### src/rtl/oss_pkg.sv
// Shared definitions for the one-shot status bank.
// Assumes the index port is 3 bits wide, so at most 8 units.
package oss_pkg;

    typedef enum logic [1:0] {
        TU_IDLE   = 2'b00,
        TU_STABLE = 2'b01,
        TU_BUSY   = 2'b10,
        TU_OTHER  = 2'b11
    } tu_state_e;

    localparam int WORD_W   = 64;
    localparam int BIT_STAT = 31;
    localparam int BIT_PEND = 30;
    localparam int BIT_PE   = 3;
    localparam int BIT_IA   = 0;

    // Assemble the software-visible word from the live flags and the capability.
    function automatic logic [WORD_W-1:0] build_word(input logic st, input logic pd,
                                                     input logic pe);
        logic [WORD_W-1:0] w;
        w           = '0;
        w[BIT_STAT] = st;
        w[BIT_PEND] = pd;
        w[BIT_PE]   = pe;
        w[BIT_IA]   = 1'b1;
        return w;
    endfunction

endpackage

### src/rtl/oss_access_decode.sv
// Decodes the indexed register port into per-unit write enables and a read gate.
// Assumes NUM_UNITS is 1..8; indices at or above NUM_UNITS are treated as absent.
module oss_access_decode
    import oss_pkg::*;
#(
    parameter int NUM_UNITS = 4
) (
    input  logic                 clk,
    input  logic                 rst_n,
    input  logic                 reg_wr,
    input  logic                 reg_rd,
    input  logic [2:0]           reg_idx,
    input  logic [1:0]           tu_state,
    output logic [NUM_UNITS-1:0] wr_vec,
    output logic                 rd_ok
);
    localparam logic [3:0] IDX_LIM = 4'(NUM_UNITS);

    logic idx_ok;
    logic wr_ok;

    // Qualify the access by index range and trace unit state.
    always_comb begin
        idx_ok = {1'b0, reg_idx} < IDX_LIM;
        wr_ok  = reg_wr && idx_ok && (tu_state == TU_IDLE);
        rd_ok  = reg_rd && idx_ok &&
                 ((tu_state == TU_IDLE) || (tu_state == TU_STABLE));
    end

    generate
        for (genvar i = 0; i < NUM_UNITS; i++) begin : g_wr
            localparam logic [2:0] ID = 3'(i);
            // One enable per unit, raised only on a matching index.
            always_comb wr_vec[i] = wr_ok && (reg_idx == ID);
        end
    endgenerate

    assert_write_gate_R9: assert property (@(posedge clk) disable iff (!rst_n)
        (wr_vec != '0) |-> (reg_wr && tu_state == TU_IDLE && {1'b0, reg_idx} < IDX_LIM));
    assert_write_onehot_R9: assert property (@(posedge clk) disable iff (!rst_n)
        $onehot0(wr_vec));

endmodule

### src/rtl/oss_unit.sv
// One single-shot control: reduces selected comparator hits, keeps sticky
// status and pending flags, and produces a registered one-cycle fire pulse.
// Assumes cmp_match carries single-cycle pulses; a held hit re-fires each cycle
// when restart_en is set.
module oss_unit #(
    parameter int NUM_CMP = 4
) (
    input  logic               clk,
    input  logic               rst_n,
    input  logic [NUM_CMP-1:0] cmp_match,
    input  logic [NUM_CMP-1:0] cmp_sel,
    input  logic               paused,
    input  logic               restart_en,
    input  logic               wr_en,
    input  logic               wr_status,
    input  logic               wr_pending,
    output logic               status,
    output logic               pending,
    output logic               fire
);
    logic status_q, pending_q, fire_q, paused_q;
    logic hit, armed, take, release_evt;

    // Decide whether this cycle's hit is accepted and whether a deferred fire is due.
    always_comb begin
        hit         = |(cmp_match & cmp_sel);
        armed       = !status_q || restart_en;
        take        = hit && armed && !wr_en;
        release_evt = paused_q && !paused && pending_q;
    end

    // Update flags: a write wins, otherwise an accepted hit sets status (and pending if paused).
    always_ff @(posedge clk) begin
        if (!rst_n) begin
            status_q  <= 1'b0;
            pending_q <= 1'b0;
            fire_q    <= 1'b0;
            paused_q  <= 1'b0;
        end else begin
            paused_q <= paused;
            fire_q   <= (take && !paused) || release_evt;
            if (wr_en) begin
                status_q  <= wr_status;
                pending_q <= wr_pending;
            end else if (take) begin
                status_q <= 1'b1;
                if (paused) pending_q <= 1'b1;
            end
        end
    end

    assign status  = status_q;
    assign pending = pending_q;
    assign fire    = fire_q;

    assert_status_sticky_R2: assert property (@(posedge clk) disable iff (!rst_n)
        (status_q && !wr_en) |=> status_q);
    assert_no_refire_R3: assert property (@(posedge clk) disable iff (!rst_n)
        (status_q && !restart_en && !(paused_q && !paused && pending_q)) |=> !fire_q);
    assert_restart_pulse_R4: assert property (@(posedge clk) disable iff (!rst_n)
        (hit && restart_en && !paused && !wr_en) |=> fire_q);
    assert_paused_quiet_R5: assert property (@(posedge clk) disable iff (!rst_n)
        paused |=> !fire_q);
    assert_pending_set_R5: assert property (@(posedge clk) disable iff (!rst_n)
        (hit && armed && paused && !wr_en) |=> (pending_q && status_q));
    assert_release_fire_R6: assert property (@(posedge clk) disable iff (!rst_n)
        (paused_q && !paused && pending_q) |=> fire_q);

endmodule

### src/rtl/oss_read_mux.sv
// Selects the addressed unit's flags and forms the 64-bit readback word.
// Assumes rd_ok already folds in strobe, index range and trace unit state.
module oss_read_mux
    import oss_pkg::*;
#(
    parameter int             NUM_UNITS   = 4,
    parameter logic [7:0]     PE_CAP_MASK = 8'h05
) (
    input  logic                 clk,
    input  logic                 rst_n,
    input  logic [NUM_UNITS-1:0] status,
    input  logic [NUM_UNITS-1:0] pending,
    input  logic                 rd_ok,
    input  logic [2:0]           reg_idx,
    output logic [WORD_W-1:0]    reg_rdata
);
    // Pick the addressed unit and gate the word with the read qualifier.
    always_comb begin
        reg_rdata = '0;
        for (int i = 0; i < NUM_UNITS; i++) begin
            if (rd_ok && reg_idx == 3'(i))
                reg_rdata = build_word(status[i], pending[i], PE_CAP_MASK[i]);
        end
    end

    assert_reserved_zero_R7: assert property (@(posedge clk) disable iff (!rst_n)
        (reg_rdata[63:32] == '0) && (reg_rdata[29:4] == '0) && (reg_rdata[2:1] == 2'b00));
    assert_read_gate_R10: assert property (@(posedge clk) disable iff (!rst_n)
        !rd_ok |-> (reg_rdata == '0));
    assert_ia_bit_R7: assert property (@(posedge clk) disable iff (!rst_n)
        rd_ok |-> reg_rdata[0]);

endmodule

### src/rtl/oneshot_status_bank.sv
// Top of the single-shot status bank: access decode, NUM_UNITS control units,
// and the readback mux. Assumes comparators and selection registers live
// outside and arrive as plain inputs.
module oneshot_status_bank
    import oss_pkg::*;
#(
    parameter int         NUM_UNITS   = 4,
    parameter int         NUM_CMP     = 4,
    parameter logic [7:0] PE_CAP_MASK = 8'h05
) (
    input  logic                         clk,
    input  logic                         rst_n,
    input  logic [NUM_CMP-1:0]           cmp_match,
    input  logic [NUM_UNITS*NUM_CMP-1:0] cmp_select,
    input  logic                         paused,
    input  logic [NUM_UNITS-1:0]         restart_en,
    input  logic [1:0]                   tu_state,
    input  logic                         reg_wr,
    input  logic                         reg_rd,
    input  logic [2:0]                   reg_idx,
    input  logic [63:0]                  reg_wdata,
    output logic [NUM_UNITS-1:0]         fire,
    output logic [63:0]                  reg_rdata
);
    logic [NUM_UNITS-1:0] wr_vec;
    logic                 rd_ok;
    logic [NUM_UNITS-1:0] status_v;
    logic [NUM_UNITS-1:0] pending_v;
    logic                 unused_wdata;

    // Only the two flag bits of the write data are stored.
    assign unused_wdata = ^{reg_wdata[63:32], reg_wdata[29:0]};

    oss_access_decode #(.NUM_UNITS(NUM_UNITS)) u_dec (
        .clk(clk), .rst_n(rst_n), .reg_wr(reg_wr), .reg_rd(reg_rd),
        .reg_idx(reg_idx), .tu_state(tu_state), .wr_vec(wr_vec), .rd_ok(rd_ok)
    );

    generate
        for (genvar i = 0; i < NUM_UNITS; i++) begin : g_unit
            oss_unit #(.NUM_CMP(NUM_CMP)) u_unit (
                .clk(clk), .rst_n(rst_n),
                .cmp_match(cmp_match),
                .cmp_sel(cmp_select[i*NUM_CMP +: NUM_CMP]),
                .paused(paused), .restart_en(restart_en[i]),
                .wr_en(wr_vec[i]),
                .wr_status(reg_wdata[BIT_STAT]), .wr_pending(reg_wdata[BIT_PEND]),
                .status(status_v[i]), .pending(pending_v[i]), .fire(fire[i])
            );
        end
    endgenerate

    oss_read_mux #(.NUM_UNITS(NUM_UNITS), .PE_CAP_MASK(PE_CAP_MASK)) u_rmux (
        .clk(clk), .rst_n(rst_n), .status(status_v), .pending(pending_v),
        .rd_ok(rd_ok), .reg_idx(reg_idx), .reg_rdata(reg_rdata)
    );

    assert_reset_clear_R11: assert property (@(posedge clk)
        !rst_n |=> (fire == '0 && status_v == '0 && pending_v == '0));

endmodule

### config.mk
export PLATFORM = sky130hd
export DESIGN_NAME = oneshot_status_bank
export DESIGN_NICKNAME = d
export VERILOG_FILES = /design/src/rtl/oss_pkg.sv /design/src/rtl/oss_access_decode.sv /design/src/rtl/oss_unit.sv /design/src/rtl/oss_read_mux.sv /design/src/rtl/oneshot_status_bank.sv
export SDC_FILE = /design/constraint.sdc
export NUM_CORES = 1
export LEC_CHECK = 0
export BUFFER_PORTS_ARGS = -buffer_cell sky130_fd_sc_hd__buf_2
export CAP_MARGIN = 40
export CORE_ASPECT_RATIO = 0.5
export CORE_MARGIN = 4
export CORE_UTILIZATION = 34
export CTS_BUF_LIST = sky130_fd_sc_hd__clkbuf_8
export CTS_CLUSTER_DIAMETER = 80
export DETAILED_ROUTE_END_ITERATION = 10
export PLACE_DENSITY_LB_ADDON = 0.1
export SYNTH_ARGS = -nofsm -noshare
export SYNTH_HDL_FRONTEND = slang
export SYNTH_HIERARCHICAL = 1
export SYNTH_SLANG_ARGS = --single-unit
### constraint.sdc
create_clock -name clk -period 2.6 [get_ports clk]
set_clock_uncertainty 0.2 [all_clocks]
set_input_delay 0.52 -clock clk [delete_from_list [all_inputs] [get_ports clk]]
set_output_delay 0.52 -clock clk [all_outputs]
set_load 0.005 [all_outputs]
After elaboration in Yosys (flattened, before gate mapping)
Cells that the tools add are included.
{"block": "word_totals", "in_bits": 98, "out_inout_bits": 68, "reg_bits": 13}
{"block": "classes", "n_eq_ne": 4, "magnitude_cmp": 1, "muxes": 21, "n_bitwise": 4, "n_reduce_logical": 65}
{"operator": "$mux 32", "count": 4}
{"operator": "$logic_and 1x1->1", "count": 29}
{"operator": "$mux 1", "count": 17}
{"operator": "$and 4x4->4", "count": 4}
{"operator": "$reduce_bool 2->1", "count": 8}
{"operator": "$reduce_or 4->1", "count": 4}
{"operator": "$logic_not 1->1", "count": 9}
{"operator": "$logic_or 1x1->1", "count": 9}
{"operator": "$reduce_and 2->1", "count": 4}
{"operator": "$eq 3x2->1 const B", "count": 2}
{"operator": "$eq 3x1->1 const B", "count": 1}
{"operator": "$logic_not 3->1", "count": 1}
{"operator": "$lt 3x3->1 const B", "count": 1}
{"operator": "$eq 2x1->1 const B", "count": 1}
{"operator": "$logic_not 2->1", "count": 1}

Depth between registers and ports, before layout
{"block": "depth", "depth_word": 8, "ltp_mapped": 4, "depth_no_buf": 4}

Hierarchy
The synthesis kept the hierarchy.
{"module": "oss_unit", "area_each_um2": 196.4, "seq_area_each_um2": 80.1, "instances": 4, "cells_each": 18}
{"module": "oss_read_mux", "area_each_um2": 534.3, "seq_area_each_um2": 0.0, "instances": 1, "cells_each": 67}
{"module": "oss_access_decode", "area_each_um2": 58.8, "seq_area_each_um2": 0.0, "instances": 1, "cells_each": 7}

Least setup slack after synthesis
No wires, ideal clock.
{"block": "synth_path", "path_type": "input port to flip-flop", "from": "input port reg_idx[2]", "to": "register g_unit[0].u_unit.pending_q", "arrival_ps": 1963, "t_required_ps": 2283, "n_path_buf": 0, "setup_time_ps": 117, "setup_slack_ps": 319, "stages": 4, "cell_sequence": "or4b_4 nor3_1 mux2_4 a32o_1"}
{"block": "synth_via", "elab_chain_cells": 8, "word_cells_on_any_way": 11, "cone_classes": "order compare: 1; mux: 1; reduce/logical: 9"}
{"element": "from (decl)", "line_no": "oneshot_status_bank.sv:20", "source": "input logic [2:0] reg_idx,"}
{"element": "$lt 3x3->1", "line_no": "oss_access_decode.sv:24", "source": "idx_ok = {1'b0, reg_idx} < IDX_LIM;"}
{"element": "$logic_and 1x1->1 (2 in a row)", "line_no": "oss_access_decode.sv:25", "source": "wr_ok = reg_wr && idx_ok && (tu_state == TU_IDLE);"}
{"element": "$logic_and 1x1->1 (*)", "line_no": "oss_access_decode.sv:34", "source": "always_comb wr_vec[i] = wr_ok && (reg_idx == ID);"}
{"element": "named net wr_vec[0]", "line_no": "oneshot_status_bank.sv:25", "source": "logic [NUM_UNITS-1:0] wr_vec;"}
{"element": "$logic_not 1->1", "line_no": "oss_unit.sv:28", "source": "take = hit && armed && !wr_en;"}
{"element": "$logic_and 1x1->1", "line_no": "oss_unit.sv:28"}
{"element": "$reduce_bool 2->1 (no line)"}
{"element": "$reduce_and 2->1 (no line)"}
{"element": "to (signal assigned)", "line_no": "oss_unit.sv:44", "source": "pending_q <= wr_pending;"}
{"element": "to (decl)", "line_no": "oss_unit.sv:21", "source": "logic status_q, pending_q, fire_q, paused_q;"}
Mark *: on every way through the listed nets, which the timed path passes. The rest lies on a longest branch.
A chain may end at the register's enable or synchronous reset.

Worst setup path in the final report
{"block": "layout_path", "from": "input port reg_idx[0]", "to": "output port reg_rdata[30]"}
{"block": "layout_via", "elab_chain_cells": 8, "word_cells_on_any_way": 15, "cone_classes": "order compare: 1; eq/ne: 3; mux: 4; reduce/logical: 7"}
{"element": "$lt 3x3->1", "line_no": "oss_access_decode.sv:24"}
{"element": "$logic_and 1x1->1 (2 in a row)", "line_no": "oss_access_decode.sv:26", "source": "rd_ok = reg_rd && idx_ok &&"}
{"element": "$logic_and 1x1->1", "line_no": "oss_read_mux.sv:21", "source": "if (rd_ok && reg_idx == 3'(i))"}
{"element": "$mux 32 (3 in a row)", "line_no": "oss_read_mux.sv:21"}
{"element": "$mux 32 (*)", "line_no": "oss_read_mux.sv:21"}
{"element": "to (decl)", "line_no": "oneshot_status_bank.sv:23", "source": "output logic [63:0] reg_rdata"}
Mark *: on every way between the ends. The rest lies on a longest branch, timed or not.

==> key figures <==
Run status
  – Outcome: complete, no violations

Cells and area
  – Layout fillers: 387
  – Layout cell share with drive strength beyond 1: 37.9%
  – Final Cell Area: 1500 µm²
  – Layout area overhead: 9.07%
  – Number of antenna diodes: 0
  – Layout Nets: 295
  – Fin cells: 249

Routing
  – WL final: 2780 µm
  – # DRC: 0
  – Met3 wire len: 268 µm
  – Post-route ant nets: 0
  – Vias per inst: 4.11
  – Routed metal-1 wirelength: 1210 µm
  – DR vias: 1023
  – Wire length per cell: 11.2 µm
  – Top layer in use: met4
  – DR WL met2: 1280 µm
  – DR iter-0 viols: 25
  – Drt first pass iters: 4

Critical path
  – CP Class: in -> out
  – Worst endpoint required time: 1880 ps
  – R2r setup slk: 1430 ps
  – CP max FO: 7
  – Worst Setup End Kind: output pin
  – Critical path arrival: 1510 ps
  – Type of origin of the critical path: input port

Pwr
  – Power Density: 406 nW/µm²
  – VDD IR max: 143 µV
  – Pleak: 0.000748 µW

Placement
  – GPL Wtd Cong: 0.683
  – Pre-CTS setup slack: 242 ps
  – Post-Place Cells: 246
  – Port bufs: 43
  – Post-DP HPWL: 2340 µm
  – Area post-placement: 1460 µm²

Logic synthesis
  – Sequential share of the synthesized area: 23.2%
  – Top FF cell, synth: dfxtp_1
  – Seq cells post-synth: 16
  – Synth async-reset ratio: 0%
  – Synth Instances: 146
  – Yosys warns: 6
  – Syn avg cell area: 9.44 µm²
  – Mapped cell area: 1380 µm²
  – Post-synth EDFFs: 0
  – Synth unique cells: 21

STA
  – Hold_ws: 341 ps
  – Final Cycle Share: 86.0%
  – RSZ-0062 raised after global routing: no
  – Fmax: 447 MHz
  – Setup violations, final: 0
  – Final TNS setup: 0 ps
  – Min Tclk post-route: 2230 ps
  – Final hold vios: 0
  – Worst setup margin: 365 ps
  – Fin. max-slew vios: 0

Hold path
  – Hold Crit Class: reg -> reg

Floorplanning
  – Die area: 5200 µm²
  – Core area: 3900 µm²
  – Initial Utilization: 35.3%
  – Die Y-Extent: 53.0 µm
  – I/O pin total: 166
  – Die X: 98.1 µm
  – Row cnt: 16

Global routing
  – Total Routing Usage GR: 10.4%
  – Largest net degree at the start of global routing: 25
  – First-pass GRT wire length: 4280 µm
  – Gr ovfl total: 0
  – Vias in the first global route: 918
  – Initial antenna violation count: 0

Clock tree
  – H-tree depth: 1
  – Post-CTS Setup Bufs: 0
  – CTS Root Cell: clkbuf_8
  – Clock latency at the later pin of the worst-skew pair: 250 ps
  – Clock Sinks: 16
  – Resize count post-CTS: 0
  – CTS tree: done
  – Clock Path Buffers: 2
  – CTS hold repair buffers: 0
  – Clock Pin Slew Worst Setup and Hold Paths: 60 ps
  – TritonCTS buffer count: 3

Run
  – Max-cap viol count: 0
==> routing by layer <==
layer | vias to the layer above | GRT usage [%]
met3 | 2 | 2.37
met2 | 55 | 18.9
li1 | 499 | -
met4 | 0 | 1.38
met5 | - | 0
met1 | 467 | 13.0
==> critical path: stages <==
cell and delay (ps):
buf_2 160, mux4_1 560, and2_1 160, buf_2 120
==> worst paths after layout <==
path                      startpoint                        to  depth (start not counted)
min          g_unit[3].u_unit/status   g_unit[3].u_unit/status                          1
max reg2reg  g_unit[2].u_unit/status  g_unit[2].u_unit/pending                          3
max                       reg_idx[0]             reg_rdata[30]                          4
min reg2reg  g_unit[3].u_unit/status   g_unit[3].u_unit/status                          1
==> cells by family after synthesis <==
kind of cell           after synthesis  share of synthesized area, %
DFF                                 16                          23.2
AOI/OAI and AO/OA                   20                          15.6
buffers and inverters               60                          32.7
and+or+nand+nor                     43                          20.1
muxes                                6                          8.17
other                                1                         0.272
==> synth_stat cells, types with 5 or more instances <==
cell type,n,area [µm²]
buf_4,60,450
nor3_1,5,25.0
dfxtp_1,16,320
nor2b_1,5,31.3
nor2_1,5,18.8
nor3b_1,5,37.5
and2_1,6,37.5
a22oi_2,8,100
==> report_power, final <==
group / internal [µW] / switching (µW) / total (µW)
logic: 71.2 / 75.1 / 146
clock network: 103 / 83.9 / 187
registers: 265 / 12.5 / 278
total: 439 / 172 / 611
==> sequential cells by signal, summed over array words and instances (netlist names) <==
name	count
g_unit.u_unit/paused_q	4
g_unit.u_unit/pending	4
g_unit.u_unit/status	4
g_unit.u_unit/fire	4
==> stage by stage <==
step | total power, µW | utilization [%]
final | 611 | 38.5
after global routing | 649 | 38.5
after CTS | 616 | 38.5
after detailed placement | 428 | 37.5
after global placement | 426 | 37.5
after floorplan | 429 | -
==> layout make-up <==
cell class              count  area (µm²)  area share, %
clock buffers               3        41.3           2.75
repair buffers             47         245           16.3
flip-flops and latches     16         320           21.3
well taps                  54        67.6           4.49
multi-input cells         129         830           55.2
==> placed cells by master, fill, tap and decap left out <==
cell type,n
clkbuf_8,3
nand2_2,4
and2b_2,1
nor3b_2,2
a31o_2,4
buf_4,4
and2_1,6
or2b_1,4
nor2_1,5
conb_1,60
nor3b_1,5
nor2b_1,5
nor3_1,5
nand2_1,1
nand3_1,4
dfxtp_1,16
a22oi_2,8
o311a_1,4
buf_2,43
a32o_1,4
or4b_4,1
mux2_4,4
mux4_1,2
Note: power is estimated with default switching activity, not from simulation.
